### config.mk
export PLATFORM = sky130hd
export DESIGN_NAME = way_shrink_ctrl
export DESIGN_NICKNAME = d
export VERILOG_FILES = /design/src/rtl/wsc_pkg.sv /design/src/rtl/wsc_way_ptr.sv /design/src/rtl/wsc_mask_bank.sv /design/src/rtl/wsc_settle_timer.sv /design/src/rtl/way_shrink_ctrl.sv
export SDC_FILE = /design/constraint.sdc
export NUM_CORES = 1
export LEC_CHECK = 0
export ABC_AREA = 0
export BUFFER_PORTS_ARGS = -buffer_cell sky130_fd_sc_hd__buf_4
export CAP_MARGIN = 10
export CORE_ASPECT_RATIO = 0.75
export CORE_MARGIN = 2
export CORE_UTILIZATION = 40
export CTS_BUF_LIST = sky130_fd_sc_hd__clkbuf_4 sky130_fd_sc_hd__clkbuf_8
export DETAILED_ROUTE_END_ITERATION = 10
export PLACE_DENSITY_LB_ADDON = 0.2
export SYNTH_ARGS = -nofsm -noshare
export SYNTH_HDL_FRONTEND = slang
export SYNTH_HIERARCHICAL = 1
export SYNTH_SLANG_ARGS = --single-unit
### constraint.sdc
create_clock -name clk_i -period 3.9 [get_ports clk_i]
set_input_delay 0.39 -clock clk_i [delete_from_list [all_inputs] [get_ports clk_i]]
set_output_delay 0.39 -clock clk_i [all_outputs]
set_load 0.01 [all_outputs]
### src/rtl/wsc_pkg.sv
package wsc_pkg;
  typedef enum logic [2:0] {
    ST_FULL,
    ST_CLR,
    ST_FLUSH,
    ST_SHRUNK,
    ST_VDROP,
    ST_SETTLE
  } wsc_state_e;
endpackage

### src/rtl/wsc_way_ptr.sv
module wsc_way_ptr #(
  parameter int NUM_WAYS  = 16,
  parameter int KEEP_WAYS = 2,
  parameter int IW        = $clog2(NUM_WAYS)
) (
  input  logic                clk_i,
  input  logic                rst_ni,
  input  logic                load_i,
  input  logic                adv_i,
  output logic [NUM_WAYS-1:0] cur_oh_o,
  output logic [NUM_WAYS-1:0] nxt_oh_o,
  output logic                last_o
);
  localparam logic [IW-1:0] FIRST_IDX = IW'(KEEP_WAYS);
  localparam logic [IW-1:0] LAST_IDX  = IW'(NUM_WAYS - 1);

  logic [IW-1:0] idx_q;

  always_ff @(posedge clk_i or negedge rst_ni) begin
    if (!rst_ni)     idx_q <= FIRST_IDX;
    else if (load_i) idx_q <= FIRST_IDX;
    else if (adv_i)  idx_q <= idx_q + 1'b1;
  end

  assign last_o = (idx_q == LAST_IDX);

  always_comb begin
    cur_oh_o = '0;
    cur_oh_o[idx_q] = 1'b1;
    nxt_oh_o = '0;
    if (!last_o) nxt_oh_o[IW'(idx_q + 1'b1)] = 1'b1;
  end


  ptr_no_wrap_chk: assert property (@(posedge clk_i) disable iff (!rst_ni)
    adv_i |-> !last_o);
endmodule

### src/rtl/wsc_mask_bank.sv
module wsc_mask_bank #(
  parameter int NUM_WAYS  = 16,
  parameter int KEEP_WAYS = 2
) (
  input  logic                clk_i,
  input  logic                rst_ni,
  input  logic [NUM_WAYS-1:0] dis_i,
  input  logic [NUM_WAYS-1:0] sleep_set_i,
  input  logic                wake_all_i,
  input  logic                en_all_i,
  output logic [NUM_WAYS-1:0] en_o,
  output logic [NUM_WAYS-1:0] sleep_o
);
  for (genvar g = 0; g < NUM_WAYS; g++) begin : g_way
    if (g < KEEP_WAYS) begin : g_kept
      assign en_o[g]    = 1'b1;
      assign sleep_o[g] = 1'b0;

      kept_untouched_chk: assert property (@(posedge clk_i) disable iff (!rst_ni)
        !(dis_i[g] || sleep_set_i[g]));
    end else begin : g_ret
      logic en_q, sleep_q;
      always_ff @(posedge clk_i or negedge rst_ni) begin
        if (!rst_ni) begin
          en_q    <= 1'b1;
          sleep_q <= 1'b0;
        end else begin
          if (en_all_i)      en_q <= 1'b1;
          else if (dis_i[g]) en_q <= 1'b0;
          if (wake_all_i)          sleep_q <= 1'b0;
          else if (sleep_set_i[g]) sleep_q <= 1'b1;
        end
      end
      assign en_o[g]    = en_q;
      assign sleep_o[g] = sleep_q;

      sleep_blocks_en_chk: assert property (@(posedge clk_i) disable iff (!rst_ni)
        sleep_q |-> !en_q);
    end
  end
endmodule

### src/rtl/wsc_settle_timer.sv
module wsc_settle_timer #(
  parameter int SETTLE_CYCLES = 8,
  parameter int CW            = $clog2(SETTLE_CYCLES + 1)
) (
  input  logic clk_i,
  input  logic rst_ni,
  input  logic start_i,
  output logic done_o
);
  localparam logic [CW-1:0] LAST_CNT = CW'(SETTLE_CYCLES - 1);

  logic          run_q;
  logic [CW-1:0] cnt_q;

  assign done_o = run_q && (cnt_q == LAST_CNT);

  always_ff @(posedge clk_i or negedge rst_ni) begin
    if (!rst_ni) begin
      run_q <= 1'b0;
      cnt_q <= '0;
    end else if (start_i) begin
      run_q <= 1'b1;
      cnt_q <= '0;
    end else if (done_o) begin
      run_q <= 1'b0;
    end else if (run_q) begin
      cnt_q <= cnt_q + 1'b1;
    end
  end


  settle_pulse_chk: assert property (@(posedge clk_i) disable iff (!rst_ni)
    done_o |=> !done_o);
endmodule

### src/rtl/way_shrink_ctrl.sv
module way_shrink_ctrl
  import wsc_pkg::*;
#(
  parameter int NUM_WAYS      = 16,
  parameter int KEEP_WAYS     = 2,
  parameter int SETTLE_CYCLES = 8
) (
  input  logic                clk_i,
  input  logic                rst_ni,
  input  logic                low_act_i,
  input  logic                high_act_i,
  input  logic                flush_done_i,
  output logic [NUM_WAYS-1:0] way_en_o,
  output logic [NUM_WAYS-1:0] way_sleep_o,
  output logic [NUM_WAYS-1:0] flush_req_o,
  output logic                busy_o,
  output logic                lowv_ok_o
);
  localparam int IW = $clog2(NUM_WAYS);
  localparam logic [NUM_WAYS-1:0] KEEP_MASK   = NUM_WAYS'((64'd1 << KEEP_WAYS) - 64'd1);
  localparam logic [NUM_WAYS-1:0] RETIRE_MASK = ~KEEP_MASK;
  localparam logic [NUM_WAYS-1:0] FIRST_OH    = NUM_WAYS'(64'd1 << KEEP_WAYS);

  wsc_state_e          state_q, state_d;
  logic [NUM_WAYS-1:0] req_d;
  logic                lowv_d, pend_q, pend_d;
  logic                ptr_load, ptr_adv, last_way;
  logic [NUM_WAYS-1:0] cur_oh, nxt_oh, dis_vec, sleep_vec;
  logic                wake_all, en_all, tmr_start, tmr_done;

  wsc_way_ptr #(.NUM_WAYS(NUM_WAYS), .KEEP_WAYS(KEEP_WAYS), .IW(IW)) u_ptr (
    .clk_i, .rst_ni, .load_i(ptr_load), .adv_i(ptr_adv),
    .cur_oh_o(cur_oh), .nxt_oh_o(nxt_oh), .last_o(last_way)
  );

  wsc_mask_bank #(.NUM_WAYS(NUM_WAYS), .KEEP_WAYS(KEEP_WAYS)) u_bank (
    .clk_i, .rst_ni, .dis_i(dis_vec), .sleep_set_i(sleep_vec),
    .wake_all_i(wake_all), .en_all_i(en_all),
    .en_o(way_en_o), .sleep_o(way_sleep_o)
  );

  wsc_settle_timer #(.SETTLE_CYCLES(SETTLE_CYCLES)) u_tmr (
    .clk_i, .rst_ni, .start_i(tmr_start), .done_o(tmr_done)
  );

  always_comb begin
    state_d   = state_q;
    req_d     = flush_req_o;
    lowv_d    = lowv_ok_o;
    pend_d    = pend_q;
    ptr_load  = 1'b0;
    ptr_adv   = 1'b0;
    dis_vec   = '0;
    sleep_vec = '0;
    wake_all  = 1'b0;
    en_all    = 1'b0;
    tmr_start = 1'b0;
    unique case (state_q)
      ST_FULL: begin
        if (low_act_i && !high_act_i) begin
          ptr_load = 1'b1;
          dis_vec  = FIRST_OH;
          state_d  = ST_CLR;
        end
      end
      ST_CLR: begin
        // enable already dropped last edge; request flush now
        req_d   = cur_oh;
        state_d = ST_FLUSH;
        if (high_act_i) pend_d = 1'b1;
      end
      ST_FLUSH: begin
        if (high_act_i) pend_d = 1'b1;
        if (flush_done_i) begin
          req_d     = '0;
          sleep_vec = cur_oh;
          if (pend_q || high_act_i) begin
            pend_d  = 1'b0;
            state_d = ST_VDROP;
          end else if (last_way) begin
            lowv_d  = 1'b1;
            state_d = ST_SHRUNK;
          end else begin
            ptr_adv = 1'b1;
            dis_vec = nxt_oh;
            state_d = ST_CLR;
          end
        end
      end
      ST_SHRUNK: begin
        if (high_act_i) begin
          lowv_d  = 1'b0;
          state_d = ST_VDROP;
        end
      end
      ST_VDROP: begin
        wake_all  = 1'b1;
        tmr_start = 1'b1;
        state_d   = ST_SETTLE;
      end
      ST_SETTLE: begin
        if (tmr_done) begin
          en_all  = 1'b1;
          state_d = ST_FULL;
        end
      end
      default: state_d = ST_FULL;
    endcase
  end

  always_ff @(posedge clk_i or negedge rst_ni) begin
    if (!rst_ni) begin
      state_q     <= ST_FULL;
      flush_req_o <= '0;
      lowv_ok_o   <= 1'b0;
      pend_q      <= 1'b0;
    end else begin
      state_q     <= state_d;
      flush_req_o <= req_d;
      lowv_ok_o   <= lowv_d;
      pend_q      <= pend_d;
    end
  end

  assign busy_o = !(state_q == ST_FULL || state_q == ST_SHRUNK);


  req_onehot_chk: assert property (@(posedge clk_i) disable iff (!rst_ni)
    $onehot0(flush_req_o));

  req_on_disabled_chk: assert property (@(posedge clk_i) disable iff (!rst_ni)
    (flush_req_o & way_en_o) == '0);

  sleep_after_flush_chk: assert property (@(posedge clk_i) disable iff (!rst_ni)
    ((way_sleep_o & ~$past(way_sleep_o)) != '0) |->
      ($past(flush_done_i) && ($past(flush_req_o) == (way_sleep_o & ~$past(way_sleep_o)))));

  lowv_shrunk_chk: assert property (@(posedge clk_i) disable iff (!rst_ni)
    lowv_ok_o |-> (way_sleep_o == RETIRE_MASK && way_en_o == KEEP_MASK));

  wake_after_lowv_chk: assert property (@(posedge clk_i) disable iff (!rst_ni)
    (($past(way_sleep_o) & ~way_sleep_o) != '0) |-> !$past(lowv_ok_o));

  busy_lowv_excl_chk: assert property (@(posedge clk_i) disable iff (!rst_ni)
    lowv_ok_o |-> !busy_o);
endmodule

==> run_results.csv <==
group,metric,value,unit
global_routing,grt_max_degree,59,
placement,dp.cells,446,
finish,syn_to_final_growth,12.4,%
finish,layout.nets,366,
clock_tree,post_cts_resized,0,
clock_tree,cts_buffer_depth,2,
worst_setup_path,endpoint,"u_ptr/idx_q[3]$_DFFE_PN0P_",
finish,fin_util,46.9,%
floorplanning,rows,28,
global_routing,grt_pass1_vias,2088,
clock_tree,insertion_delay,0.33,ns
sta,slew-limit-headroom,33.3,%
worst_setup_path,r2r-end,"u_ptr/idx_q[3]$_DFFE_PN0P_",
routing,ant_nets,0,
sta,worst_pin_slew,0.997,ns
worst_hold_path,hp-class,"in -> async",
yosys,ys_warn_count,6,
worst_setup_path,worst_r2r_startpoint,"u_ptr/idx_q[0]$_DFFE_PN0P_",
worst_setup_path,arrival,2.44,ns
global_routing,grt.overflow.total,0,
routing,drt_iter0_drc,60,
worst_setup_path,required,4.08,ns
floorplanning,die_w,109,µm
global_routing,grt_pass1_wl,10900,µm
finish,n_antenna_cell,0,
worst_setup_path,cp_max_fo,19,
sta,slew_violations,0,
sta,skew,0.00890,ns
global_routing,antenna_found_initial,0,
yosys,syn_avg_cell_area,9.90,µm²
power,power_density,599,mW/mm²
sta,finalHoldViolCount,0,
floorplanning,coreArea,0.00795,mm²
yosys,synth_cells,335,
sta,layout_setup_ws,1.63,ns
sta,fin_crit_sh,58.1,%
finish,multiInputGateArea,0.00142,mm²
clock_tree,cts_max_level,3,
yosys,netlist_area,0.00332,mm²
worst_setup_path,crit_type,"reg -> reg",
global_routing,track_usage,15.5,%
placement,portBuffers,50,
routing,vias,2199,
clock_tree,cts_tree,"yes",
placement,hpwlAfterDp,4490,µm
sta,hold_ws,0.125,ns
worst_setup_path,critPathLaunchType,"register",
clock_tree,clk_pin_slew,0.07,ns
floorplanning,start_util,41.7,%
placement,gp_congestion,0.790,
routing,post-route-drc-count,0,
power,leakage,1.87,nW
finish,fillers,763,
finish,fin_cells,462,
clock_tree,cts_buffers,9,
sta,setup_tns,0,ns
worst_setup_path,cp-end-kind,"register",
clock_tree,cts_root_buffer,"clkbuf_8",
worst_setup_path,critPathLaunch,"u_ptr/idx_q[0]$_DFFE_PN0P_",
clock_tree,cts_sinks,58,
floorplanning,fp.dieH,82.9,µm
worst_setup_path,rr_worst_depth,6,
sta,post-route-min-period,2.27,ns
finish,regArea,0.00147,mm²
finish,drive_gt1_share,28.0,%
sta,rsz0062_at_grt,"false",
placement,dpl_worst_slack,1.62,ns
worst_setup_path,r2r_slack,1.63,ns
run_status,outcome,"completed",
power,peakVddDrop,340,µV
job,cap_violations,0,
floorplanning,top_level_ports,55,
clock_tree,cts_hold_buf,0,
routing,vias_per_cell,4.76,
routing,dr.pass1.iters,4,
sta,max_clock_freq,441,MHz
clock_tree,cts_setup_buffers,0,
sta,setup_viol,0,
floorplanning,fp.dieArea,0.00904,mm²
routing,wl_per_cell,14.2,µm
routing,drt-total-wl,6580,µm
-- state kept, by name, summed over array words and instances (netlist names) --
register / cells
u_bank/g_way.g_ret.sleep_q: 14
u_tmr/run_q: 1
u_tmr/cnt_q: 4
flush_req_o: 16
lowv_ok_o: 1
u_bank/g_way.g_ret.en_q: 14
pend_q: 1
u_ptr/idx_q: 4
state_q: 3
-- per-layer routing --
layer | global-route usage, % | wire (µm)
met1 | 23.3 | 3460
met2 | 21.1 | 2720
met3 | 5.49 | 346
met4 | 3.50 | 54
met5 | 0 | 0
-- per-stage QoR --
| stage | power, W | area [µm²] |
|---|---|---|
| 6_report | 0.00223 | 3730 |
| 3_5_place_dp | 0.00161 | 3490 |
| 2_1_floorplan | 0.00145 | 3320 |
| 5_1_grt | 0.00239 | 3730 |
| 4_1_cts | 0.00226 | 3730 |
| 3_3_place_gp | 0.00159 | 3490 |
-- critical path, cell delays in order, from the launching register on --
cell and delay, ns:
dfrtp_1 0.49, ha_1 0.35, and3_1 0.28, nor3b_4 0.59, nand4_1 0.19, xor2_1 0.15
nor2_1 0.06
-- final cells by class --
type / instances / share of cell area [%]
flip-flops and latches: 58 / 39.4
multi-input cells: 208 / 38.1
repair buffers: 51 / 10.3
clock buffers: 12 / 4.26
well taps: 105 / 3.52
inverters: 24 / 2.42
clock inverters: 4 / 1.98
-- worst min path at each step --
stage	slack [ns]	cells past startpoint	start	endpoint
after detailed placement	0.49	2	u_bank/g_way[8].g_ret.sleep_q$_DFFE_PN0P_	u_bank/g_way[8].g_ret.sleep_q$_DFFE_PN0P_
after global placement	0.48	2	u_bank/g_way[10].g_ret.sleep_q$_DFFE_PN0P_	u_bank/g_way[10].g_ret.sleep_q$_DFFE_PN0P_
after CTS	0.14	1	rst_ni	u_bank/g_way[6].g_ret.sleep_q$_DFFE_PN0P_
after floorplan	0.09	0	rst_ni	flush_req_o[0]$_DFFE_PN0P_
final	0.12	1	rst_ni	flush_req_o[6]$_DFFE_PN0P_
after global routing	0.17	1	rst_ni	u_bank/g_way[5].g_ret.sleep_q$_DFFE_PN0P_
-- where the power goes --
group | leakage (nW) | internal [W] | total, W | switching (W)
sequential | 0.736 | 0.000767 | 0.000914 | 0.000147
combinational | 1.02 | 0.000328 | 0.000675 | 0.000347
clock | 0.120 | 0.000402 | 0.000642 | 0.000240
-- placed cells by master (no fill, tap or decap), types with 3 or more instances in the layout --
master    instances
nand3b_1          3
nor2_1           39
conb_1            4
a21o_2            4
nor3b_2           3
nand2b_1          5
dfrtp_1          43
nor2b_1           8
buf_4            51
a22o_1           16
a21boi_1          4
ha_1              9
dfstp_2          15
a31oi_1           3
and3_1            4
inv_1            23
and2_1           41
clkbuf_8         11
a21oi_1           8
a21o_1           10
nand2_1          11
Note: power is estimated with default switching activity, not from simulation.
